**config.mk**
```make
export PLATFORM = sky130hd
export DESIGN_NAME = cfgw_port
export DESIGN_NICKNAME = d
export VERILOG_FILES = /design/src/rtl/cfgw_pkg.sv /design/src/rtl/cfgw_cmd_build.sv /design/src/rtl/cfgw_cycle_seq.sv /design/src/rtl/cfgw_port.sv
export SDC_FILE = /design/constraint.sdc
export NUM_CORES = 1
export LEC_CHECK = 0
export ABC_AREA = 0
export BUFFER_PORTS_ARGS = -buffer_cell sky130_fd_sc_hd__buf_2
export CORE_ASPECT_RATIO = 0.6
export CORE_MARGIN = 5
export CORE_UTILIZATION = 40
export CTS_CLUSTER_SIZE = 8
export DETAILED_ROUTE_END_ITERATION = 8
export PLACE_DENSITY = 0.67
export SKIP_CTS_REPAIR_TIMING = 1
export SYNTH_ARGS = -nofsm -noshare
export SYNTH_HDL_FRONTEND = slang
export SYNTH_SLANG_ARGS = --single-unit
```
**constraint.sdc**
```tcl
create_clock -name clk -period 2 [get_ports clk]
set_input_delay 0.2 -clock clk [delete_from_list [all_inputs] [get_ports clk]]
set_output_delay 0.2 -clock clk [all_outputs]
set_load 0.02 [all_outputs]
```
**src/rtl/cfgw_pkg.sv**
```systemverilog
package cfgw_pkg;

    localparam int DW    = 32;
    localparam int LANES = DW / 8;

    typedef enum logic [1:0] {
        SZ_BYTE = 2'd0,
        SZ_HALF = 2'd1,
        SZ_WORD = 2'd2,
        SZ_WRD2 = 2'd3
    } acc_size_e;

    typedef enum logic [1:0] {
        RG_NONE = 2'd0,
        RG_ADDR = 2'd1,
        RG_CFG  = 2'd2,
        RG_IO   = 2'd3
    } region_e;

    typedef struct packed {
        logic             is_io;
        logic             we;
        logic [DW-1:0]    addr;
        logic [LANES-1:0] be;
        logic [DW-1:0]    wdata;
        acc_size_e        size;
        logic [1:0]       lane;
    } dn_cmd_t;

    function automatic logic [1:0] lane_of(acc_size_e sz, logic [1:0] off);
        case (sz)
            SZ_BYTE: return off;
            SZ_HALF: return {off[1], 1'b0};
            default: return 2'b00;
        endcase
    endfunction

    function automatic logic [LANES-1:0] be_of(acc_size_e sz, logic [1:0] lane);
        case (sz)
            SZ_BYTE: return 4'b0001 << lane;
            SZ_HALF: return 4'b0011 << lane;
            default: return 4'b1111;
        endcase
    endfunction

    function automatic logic [DW-1:0] place(logic [DW-1:0] d, logic [1:0] lane);
        return d << {lane, 3'b000};
    endfunction

    function automatic logic [DW-1:0] extract(logic [DW-1:0] d, acc_size_e sz,
                                              logic [1:0] lane);
        logic [DW-1:0] t;
        t = d >> {lane, 3'b000};
        case (sz)
            SZ_BYTE: return {24'h0, t[7:0]};
            SZ_HALF: return {16'h0, t[15:0]};
            default: return t;
        endcase
    endfunction

endpackage

```
**src/rtl/cfgw_cmd_build.sv**
```systemverilog
module cfgw_cmd_build
    import cfgw_pkg::*;
(
    input  region_e       region,
    input  logic          we,
    input  logic [1:0]    size,
    input  logic [1:0]    win_off,
    input  logic [DW-1:0] token,
    input  logic [DW-1:0] wdata,
    output dn_cmd_t       cmd
);
    acc_size_e  sz;
    logic [1:0] lane;
    logic       io_sel;

    always_comb begin
        sz     = acc_size_e'(size);
        io_sel = (region == RG_IO);
        // configuration lanes follow the window offset, I/O lanes the port address
        lane   = io_sel ? lane_of(sz, token[1:0]) : lane_of(sz, win_off);
        cmd.is_io = io_sel;
        cmd.we    = we;
        cmd.addr  = io_sel ? token : {token[DW-1:2], 2'b00};
        cmd.be    = be_of(sz, lane);
        cmd.wdata = place(wdata, lane);
        cmd.size  = sz;
        cmd.lane  = lane;
    end
endmodule

```
**src/rtl/cfgw_cycle_seq.sv**
```systemverilog
module cfgw_cycle_seq
    import cfgw_pkg::*;
#(
    parameter int TIMEOUT = 16
) (
    input  logic             clk,
    input  logic             rst,
    input  logic             step_en,
    input  logic             start,
    input  dn_cmd_t          cmd_i,
    output logic             busy,
    output logic             rvalid,
    output logic [DW-1:0]    rdata,
    output logic             dn_drive,
    output logic             dn_req,
    output logic             dn_io,
    output logic             dn_we,
    output logic [DW-1:0]    dn_addr,
    output logic [LANES-1:0] dn_be,
    output logic [DW-1:0]    dn_wdata,
    input  logic             dn_ack,
    input  logic [DW-1:0]    dn_rdata
);
    localparam int             CNT_W = (TIMEOUT > 2) ? $clog2(TIMEOUT) : 1;
    localparam logic [CNT_W-1:0] LAST = CNT_W'(TIMEOUT - 1);

    typedef enum logic [1:0] {S_IDLE, S_PRE, S_ISSUE} seq_state_e;

    seq_state_e       state;
    dn_cmd_t          cmd_q;
    logic             type_q;
    logic [CNT_W-1:0] cnt;

    always_ff @(posedge clk) begin
        if (rst) begin
            state  <= S_IDLE;
            cmd_q  <= '0;
            type_q <= 1'b0;
            cnt    <= '0;
            rvalid <= 1'b0;
            rdata  <= '0;
        end else begin
            rvalid <= 1'b0;
            case (state)
                S_IDLE: begin
                    if (start) begin
                        cmd_q <= cmd_i;
                        cnt   <= '0;
                        if (step_en && (cmd_i.is_io != type_q)) begin
                            state <= S_PRE;
                        end else begin
                            state  <= S_ISSUE;
                            type_q <= cmd_i.is_io;
                        end
                    end
                end
                S_PRE: begin
                    state  <= S_ISSUE;
                    type_q <= cmd_q.is_io;
                end
                S_ISSUE: begin
                    if (dn_ack) begin
                        state  <= S_IDLE;
                        rvalid <= !cmd_q.we;
                        rdata  <= extract(dn_rdata, cmd_q.size, cmd_q.lane);
                    end else if (cnt == LAST) begin
                        state  <= S_IDLE;
                        rvalid <= !cmd_q.we;
                        rdata  <= '1;
                    end else begin
                        cnt <= cnt + 1'b1;
                    end
                end
                default: state <= S_IDLE;
            endcase
        end
    end

    always_comb begin
        busy     = (state != S_IDLE);
        dn_drive = (state != S_IDLE);
        dn_req   = (state == S_ISSUE);
        dn_io    = type_q;
        dn_we    = dn_req && cmd_q.we;
        dn_addr  = dn_drive ? cmd_q.addr : '0;
        dn_be    = dn_req ? cmd_q.be : '0;
        dn_wdata = dn_req ? cmd_q.wdata : '0;
    end

    // an early-drive cycle is always followed by the request
    a_r8_pre_then_req: assert property (@(posedge clk) disable iff (rst)
        (dn_drive && !dn_req) |=> dn_req);
    // the type output switches as the request follows the early cycle
    a_r8_type_switches: assert property (@(posedge clk) disable iff (rst)
        (dn_drive && !dn_req) |=> (dn_io != $past(dn_io)));
    // the address is steady while a request is held
    a_r2_addr_stable: assert property (@(posedge clk) disable iff (rst)
        dn_req |=> (!dn_req || $stable(dn_addr)));
    // the wait counter never passes the timeout bound
    a_r7_cnt_bound: assert property (@(posedge clk) disable iff (rst)
        cnt <= LAST);
    // byte enables are never empty and never three lanes
    a_r3_be_shape: assert property (@(posedge clk) disable iff (rst)
        dn_req |-> (dn_be != '0 && $countones(dn_be) != 3));
endmodule

```
**src/rtl/cfgw_port.sv**
```systemverilog
module cfgw_port
    import cfgw_pkg::*;
#(
    parameter int HADDR_W  = 12,
    parameter int OFF_ADDR = 'h064,
    parameter int OFF_CFG  = 'h068,
    parameter int OFF_IO   = 'h06C,
    parameter int TIMEOUT  = 16
) (
    input  logic               clk,
    input  logic               rst,
    input  logic               early_drive_en,
    input  logic               host_valid,
    input  logic               host_we,
    input  logic [HADDR_W-1:0] host_addr,
    input  logic [1:0]         host_size,
    input  logic [31:0]        host_wdata,
    output logic               host_ready,
    output logic               host_rvalid,
    output logic [31:0]        host_rdata,
    output logic               dn_drive,
    output logic               dn_req,
    output logic               dn_io,
    output logic               dn_we,
    output logic [31:0]        dn_addr,
    output logic [3:0]         dn_be,
    output logic [31:0]        dn_wdata,
    input  logic               dn_ack,
    input  logic [31:0]        dn_rdata
);
    localparam logic [HADDR_W-1:0] A_ADDR = HADDR_W'(OFF_ADDR);
    localparam logic [HADDR_W-1:0] A_CFG  = HADDR_W'(OFF_CFG);
    localparam logic [HADDR_W-1:0] A_IO   = HADDR_W'(OFF_IO);

    region_e       region;
    logic          accept;
    logic          start;
    logic          busy;
    logic [DW-1:0] token_q;
    logic          reg_rvalid_q;
    logic [DW-1:0] reg_rdata_q;
    logic          seq_rvalid;
    logic [DW-1:0] seq_rdata;
    dn_cmd_t       cmd;

    always_comb begin
        if (host_addr[HADDR_W-1:2] == A_ADDR[HADDR_W-1:2])     region = RG_ADDR;
        else if (host_addr[HADDR_W-1:2] == A_CFG[HADDR_W-1:2]) region = RG_CFG;
        else if (host_addr[HADDR_W-1:2] == A_IO[HADDR_W-1:2])  region = RG_IO;
        else                                                   region = RG_NONE;
        host_ready = !busy;
        accept     = host_valid && host_ready;
        start      = accept && (region == RG_CFG || region == RG_IO);
    end

    always_ff @(posedge clk) begin
        if (rst) begin
            token_q      <= '0;
            reg_rvalid_q <= 1'b0;
            reg_rdata_q  <= '0;
        end else begin
            reg_rvalid_q <= 1'b0;
            if (accept && region == RG_ADDR) begin
                if (host_we) token_q <= host_wdata;
                else begin
                    reg_rvalid_q <= 1'b1;
                    reg_rdata_q  <= token_q;
                end
            end else if (accept && region == RG_NONE && !host_we) begin
                reg_rvalid_q <= 1'b1;
                reg_rdata_q  <= '0;
            end
        end
    end

    cfgw_cmd_build u_build (
        .region  (region),
        .we      (host_we),
        .size    (host_size),
        .win_off (host_addr[1:0]),
        .token   (token_q),
        .wdata   (host_wdata),
        .cmd     (cmd)
    );

    cfgw_cycle_seq #(.TIMEOUT(TIMEOUT)) u_seq (
        .clk      (clk),
        .rst      (rst),
        .step_en  (early_drive_en),
        .start    (start),
        .cmd_i    (cmd),
        .busy     (busy),
        .rvalid   (seq_rvalid),
        .rdata    (seq_rdata),
        .dn_drive (dn_drive),
        .dn_req   (dn_req),
        .dn_io    (dn_io),
        .dn_we    (dn_we),
        .dn_addr  (dn_addr),
        .dn_be    (dn_be),
        .dn_wdata (dn_wdata),
        .dn_ack   (dn_ack),
        .dn_rdata (dn_rdata)
    );

    always_comb begin
        host_rvalid = reg_rvalid_q || seq_rvalid;
        host_rdata  = seq_rvalid ? seq_rdata : reg_rdata_q;
    end

    // the host is stalled whenever the downstream side is driven
    a_r6_stall: assert property (@(posedge clk) disable iff (rst)
        dn_drive |-> !host_ready);
    // configuration addresses are dword aligned
    a_r2_cfg_align: assert property (@(posedge clk) disable iff (rst)
        (dn_req && !dn_io) |-> (dn_addr[1:0] == 2'b00));
    // an address-register access starts no downstream activity
    a_r1_no_cycle: assert property (@(posedge clk) disable iff (rst)
        (accept && region == RG_ADDR) |=> !dn_drive);
    // an unmapped access starts no downstream activity
    a_r10_no_cycle: assert property (@(posedge clk) disable iff (rst)
        (accept && region == RG_NONE) |=> !dn_drive);
endmodule

```
==> qor.yml, run 1 <==
drt:
  drtPass1Iterations: 5
  viasPerCell: 5.29
  vias: 7518
  totalWireLength_um: 26700
  wl_per_cell_um: 18.8
  drcViolationCount: 0
  first_iter_violations: 773
  ant_nets: 0
global_routing:
  grt_use_total_pct: 22.8
  grt-ovfl-total: 0
  grt_pass1_vias: 7106
  antenna_found_initial: 3
  grt_max_degree: 76
  grt_pass1_wl_um: 41000
layout:
  final.fill_count: 1938
  final_util_pct: 51.6
  syn_to_final_growth_pct: 27.8
  nets: 1219
  layout-drive-gt1-share_pct: 28.8
  instances_no_fill: 1421
worst_hold_path:
  hold_depth: 3
  hold_end: "token_q[27]"
  hp-class: "in -> reg"
  min_from: "host_wdata[27]"
cts:
  clock_latency_ps: 440
  cts_root_buf: "clkbuf_16"
  clk_pin_slew_ps: 70
  cts_max_level: 4
  numCtsBuffers: 17
  numClockSinks: 179
  clockBufferDepth: 2
  cts_tree: "done"
setup_path:
  crit_path_start_kind: "flop"
  criticalPathCategory: "reg -> reg"
  cp-end-kind: "flop"
  worstReg2RegStart: "token_q[0]"
  crit_required_ps: 2320
  cpPeakStageDelay_ps: 490
  path_max_fanout: 10
  arrival_ps: 2210
  r2r_slack_ps: 110
  r2r_end: "u_seq.cmd_q[9]"
  critPathSlowestCell: "or3b_2"
  cp_cell_sequence: "or3b_2, nor4_4, nor2_4, and3_1, a22o_1"
  r2r_cells: 5
yosys:
  yosysTopAreaCellShare_pct: 44.7
  synth.area.top_cells: "dfxtp_1 45%, nand2_1 7.6%, a21oi_1 6.4%, mux2i_1 6.0%, mux2_2 5.6%"
  synth_edf_count: 0
  synth-seq-cells: 179
  yosys_warnings: 0
  syn_inst: 951
  syn-num-nets: 1036
  synth.avg_cell_area_um2: 8.44
  synth_top_cell_by_area: "dfxtp_1"
  ys_seq_area_share_pct: 44.7
  ys_top_cells_by_count: "179 x dfxtp_1, 163 x nand2_1, 102 x a21oi_1, 83 x nor2_1, 59 x clkbuf_1"
  yosys_most_used_dff: "dfxtp_1"
  synth_most_common_cell: "dfxtp_1"
  ys_types: 52
  ys_async_sr_fraction_pct: 0
  synth_area_um2: 8030
sta:
  worstMarginPinSlew_ps: 741
  fin_ws_ps: 113
  fmax_mhz: 530
  slew_violations: 0
  clock-skew-final_ps: 13.5
  hold_viol_final: 0
  setup_violations: 0
  post-route-period-util_pct: 94.3
  fin_crit_ps: 1890
  rsz0062_at_grt: "yes"
  relSlewSlack_pct: 50.5
power_and_ir_drop:
  total_power_mw: 7.79
  p_sw_mw: 1.69
  seq_power_share_pct: 45.8
  pwr-share-clk_pct: 49.0
  power.density_nw_per_um2: 759
  power_frac_comb_pct: 5.3
  p_sw_share_pct: 21.7
  ir_drop_uv: 618
  p_int_mw: 6.10
  p_leak_nw: 4.29
placed_design:
  io_buffers: 189
  place_ws_ps: -200
  dp_hpwl_um: 19900
  gp_congestion: 0.870
  post-place-cells: 1387
die:
  dieArea_um2: 23100
  io_pins: 190
  fp.coreArea_um2: 19900
  start_util_pct: 40.4
  die_w_um: 193
  die_h_um: 120
  rows: 40
status:
  status: "finished clean"
flow_run:
  max_cap_viol_count: 0
sequential cells by signal, indices dropped and copies added, names as in the netlist:
signal,count
token_q,32
u_seq.state,2
u_seq.cmd_q,74
reg_rvalid_q,1
u_seq.rdata,32
u_seq.rvalid,1
u_seq.cnt,4
u_seq.dn_io,1
reg_rdata_q,32
worst max-delay path by stage:
| stage | from | to | slack, ps |
|---|---|---|---|
| after floorplan | host_addr[9] | u_seq.cmd_q[28] | 10 |
| after global placement | host_addr[9] | u_seq.cmd_q[21] | -170 |
| after detailed placement | host_addr[9] | u_seq.cmd_q[21] | -200 |
| after CTS | u_seq.state[0] | u_seq.cmd_q[45] | -60 |
| after global routing | token_q[1] | u_seq.cmd_q[38] | -20 |
| final | token_q[0] | u_seq.cmd_q[9] | 110 |
layout by cell type (no fill, tap or decap), drive strengths merged, types with 4 or more instances in the layout:
cell type | netlist | layout
bufinv | 0 | 6
mux2i | 48 | 48
a22oi | 32 | 32
clkbuf | 60 | 18
nand2 | 164 | 164
nor2b | 35 | 35
nor3 | 32 | 32
a21oi | 102 | 102
a211oi | 4 | 4
and2 | 40 | 40
mux2 | 40 | 40
dfxtp | 179 | 179
o21ai | 23 | 23
nor2 | 84 | 84
inv | 7 | 8
a22o | 8 | 8
nor4 | 4 | 4
nand3b | 8 | 8
buf | 14 | 238
o22ai | 8 | 8
o221ai | 8 | 8
nand3 | 10 | 10
o211ai | 5 | 5
stage by stage:
stage / setup TNS (ps) / hold slack (ps) / instance area (um^2)
5_1_grt: -22.8 / 18.1 / 10300
3_3_place_gp: -6430 / 431 / 9570
2_1_floorplan: 0 / 326 / 8030
4_1_cts: -247 / 10.0 / 10200
6_report: 0 / 23.0 / 10300
3_5_place_dp: -7570 / 439 / 9570
worst max-delay path: cells and delay by family (launching register included):
family	cells	cell delay, ps
and+or+nand+nor	4	1220
AOI/OAI and AO/OA	1	220
DFF	1	340
cell families (layout without fill, tap and decap cells):
family	after synthesis	count (layout)	share of synthesized area [%]
flops	179	179	44.7
simple gates	396	396	23.5
xor+xnor	4	4	0.437
fa+ha+maj	1	1	0.156
mux	88	88	11.6
buf+inv	81	276	4.18
other cells	0	2	0
compound gates	202	202	15.5
per-layer routing:
metal	global-route usage [%]	wire [um]	vias up
li1	-	-	3650
met4	3.65	167	4
met2	30.6	10600	277
met1	36.5	13800	3566
met5	0	32	-
met3	5.73	2100	21
cell type report:
class	instances	area, um^2	area share (%)
Inverter	7	26.3	0.256
Tap cell	273	342	3.33
Sequential cell	179	3580	34.9
Timing Repair Buffer	238	1480	14.4
Clock inverter	13	230	2.24
Clock buffer	18	439	4.28
Antenna cell	2	5.00	0.0488
Multi-Input combinational cell	691	4150	40.5
power groups by stage:
stage	registers [mW]	clock network (mW)	logic, mW
3_5_place_dp	3.65	0	0.402
6_report	3.57	3.81	0.410
4_1_cts	3.57	3.85	0.403
5_1_grt	3.56	4.02	0.439
3_3_place_gp	3.65	0	0.400
2_1_floorplan	3.65	0	0.175
Note: power is estimated with default switching activity, not from simulation.
==> inputs of run 2 (changes only) <==
RECOVER_POWER = 100   (was unset)
SETUP_SLACK_MARGIN = 0.4   (was unset)
==> qor.yml, run 2 (synthesized netlist as in run 1, its figures left out) <==
sta:
  fmax_mhz: 526
  hold_viol_final: 0
  worstMarginPinSlew_ps: 721
  clock-skew-final_ps: 8.68
  relSlewSlack_pct: 52.0
  setup_violations: 0
  rsz0062_at_grt: "yes"
  fin_crit_ps: 1900
  slew_violations: 0
  post-route-period-util_pct: 95.0
die:
  dieArea_um2: 23100
  rows: 40
  die_w_um: 193
  io_pins: 190
  fp.coreArea_um2: 19900
  start_util_pct: 40.4
  die_h_um: 120
cts:
  cts_max_level: 4
  clockBufferDepth: 2
  cts_tree: "done"
  cts_root_buf: "clkbuf_16"
  clock_latency_ps: 410
  numClockSinks: 179
  clk_pin_slew_ps: 70
  numCtsBuffers: 17
layout:
  layout.cells.most_common: "dfxtp_1"
  final_area_um2: 11300
  nets: 1241
  largest_reg_flops: 74
  syn_to_final_growth_pct: 40.8
  regMostFlops: "u_seq.cmd_q"
  final_cell_mix: "175 x dfxtp_1, 146 x nand2_1, 102 x buf_2"
  layout-drive-gt1-share_pct: 33.9
  instances_no_fill: 1441
worst_hold_path:
  min_from: "host_wdata[25]"
  hold_end: "token_q[25]"
  hold_depth: 3
  hp-class: "in -> reg"
global_routing:
  grt_use_total_pct: 22.8
  grt_pass1_wl_um: 41300
  grt_pass1_vias: 7159
  grt-ovfl-total: 0
  grt_max_degree: 155
  antenna_found_initial: 1
power_and_ir_drop:
  ir_drop_uv: 570
  power.density_nw_per_um2: 674
  p_leak_nw: 4.59
  total_power_mw: 7.62
drt:
  wl_per_cell_um: 20.2
  vias: 7901
  viasPerCell: 5.48
  drtPass1Iterations: 6
  ant_nets: 0
  first_iter_violations: 954
  totalWireLength_um: 29200
  drcViolationCount: 0
setup_path:
  path_max_fanout: 15
  r2r_slack_ps: 100
  crit_path_start_kind: "flop"
  r2r_cells: 6
  worstReg2RegStart: "u_seq.state[0]"
  cp-end-kind: "flop"
  arrival_ps: 2250
  r2r_end: "u_seq.cmd_q[51]"
  crit_required_ps: 2350
  criticalPathCategory: "reg -> reg"
flow_run:
  max_cap_viol_count: 0
status:
  status: "finished clean"
placed_design:
  post-place-cells: 1385
  gp_congestion: 0.887
  dp_hpwl_um: 19700
  io_buffers: 189
  placed_area_um2: 9590
run 2: worst max path at each step:
stage | slack (ps) | end | cells after the start | from
after floorplan | 30 | u_seq.cmd_q[28] | 7 | host_addr[11]
after global placement | -250 | u_seq.cmd_q[22] | 7 | host_addr[11]
after detailed placement | -280 | u_seq.cmd_q[20] | 7 | host_addr[11]
after CTS | 3 | dn_wdata[29] | 5 | u_seq.state[0]
after global routing | 80 | u_seq.cmd_q[51] | 6 | u_seq.state[0]
final | 100 | u_seq.cmd_q[51] | 6 | u_seq.state[0]
run 2: critical path: stages (launching register included):
cell     delay (ps)
dfxtp_4         370
or3b_1          510
nor4_4          320
buf_6           240
buf_12          160
nand2_1          90
a21oi_2         130
run 2: cell type report:
cell class,count,area (um^2)
fillers,1791,8570
multi-input cells,692,4580
flip-flops and latches,179,3590
repair buffers,259,2120
clock buffers,19,453
well taps,273,342
clock inverters,11,176
inverters,7,38.8
diodes,1,2.50
run 2: per-stage QoR:
step	util (%)	hold WS [ps]	setup slack, ps	TNS [ps]
2_1_floorplan	-	326	26.0	0
3_3_place_gp	48.2	435	-248	-5940
3_5_place_dp	48.2	438	-284	-6880
4_1_cts	51.4	39.4	3.34	0
5_1_grt	56.9	54.2	83.6	0
6_report	56.9	56.2	99.0	0
run 2: where the power goes:
part	switching, mW	leakage [nW]	internal [mW]	total, mW
sequential	0.00105	1.44	3.56	3.56
combinational	0.269	2.84	0.174	0.443
clock	1.45	0.300	2.16	3.61
run 2: layer usage:
layer | vias to the layer above | global-route usage, % | wire length (um)
met5 | - | 0 | 7
met4 | 2 | 2.94 | 228
met3 | 18 | 5.67 | 2850
met2 | 355 | 31.3 | 11800
met1 | 3830 | 36.3 | 14300
li1 | 3696 | - | -
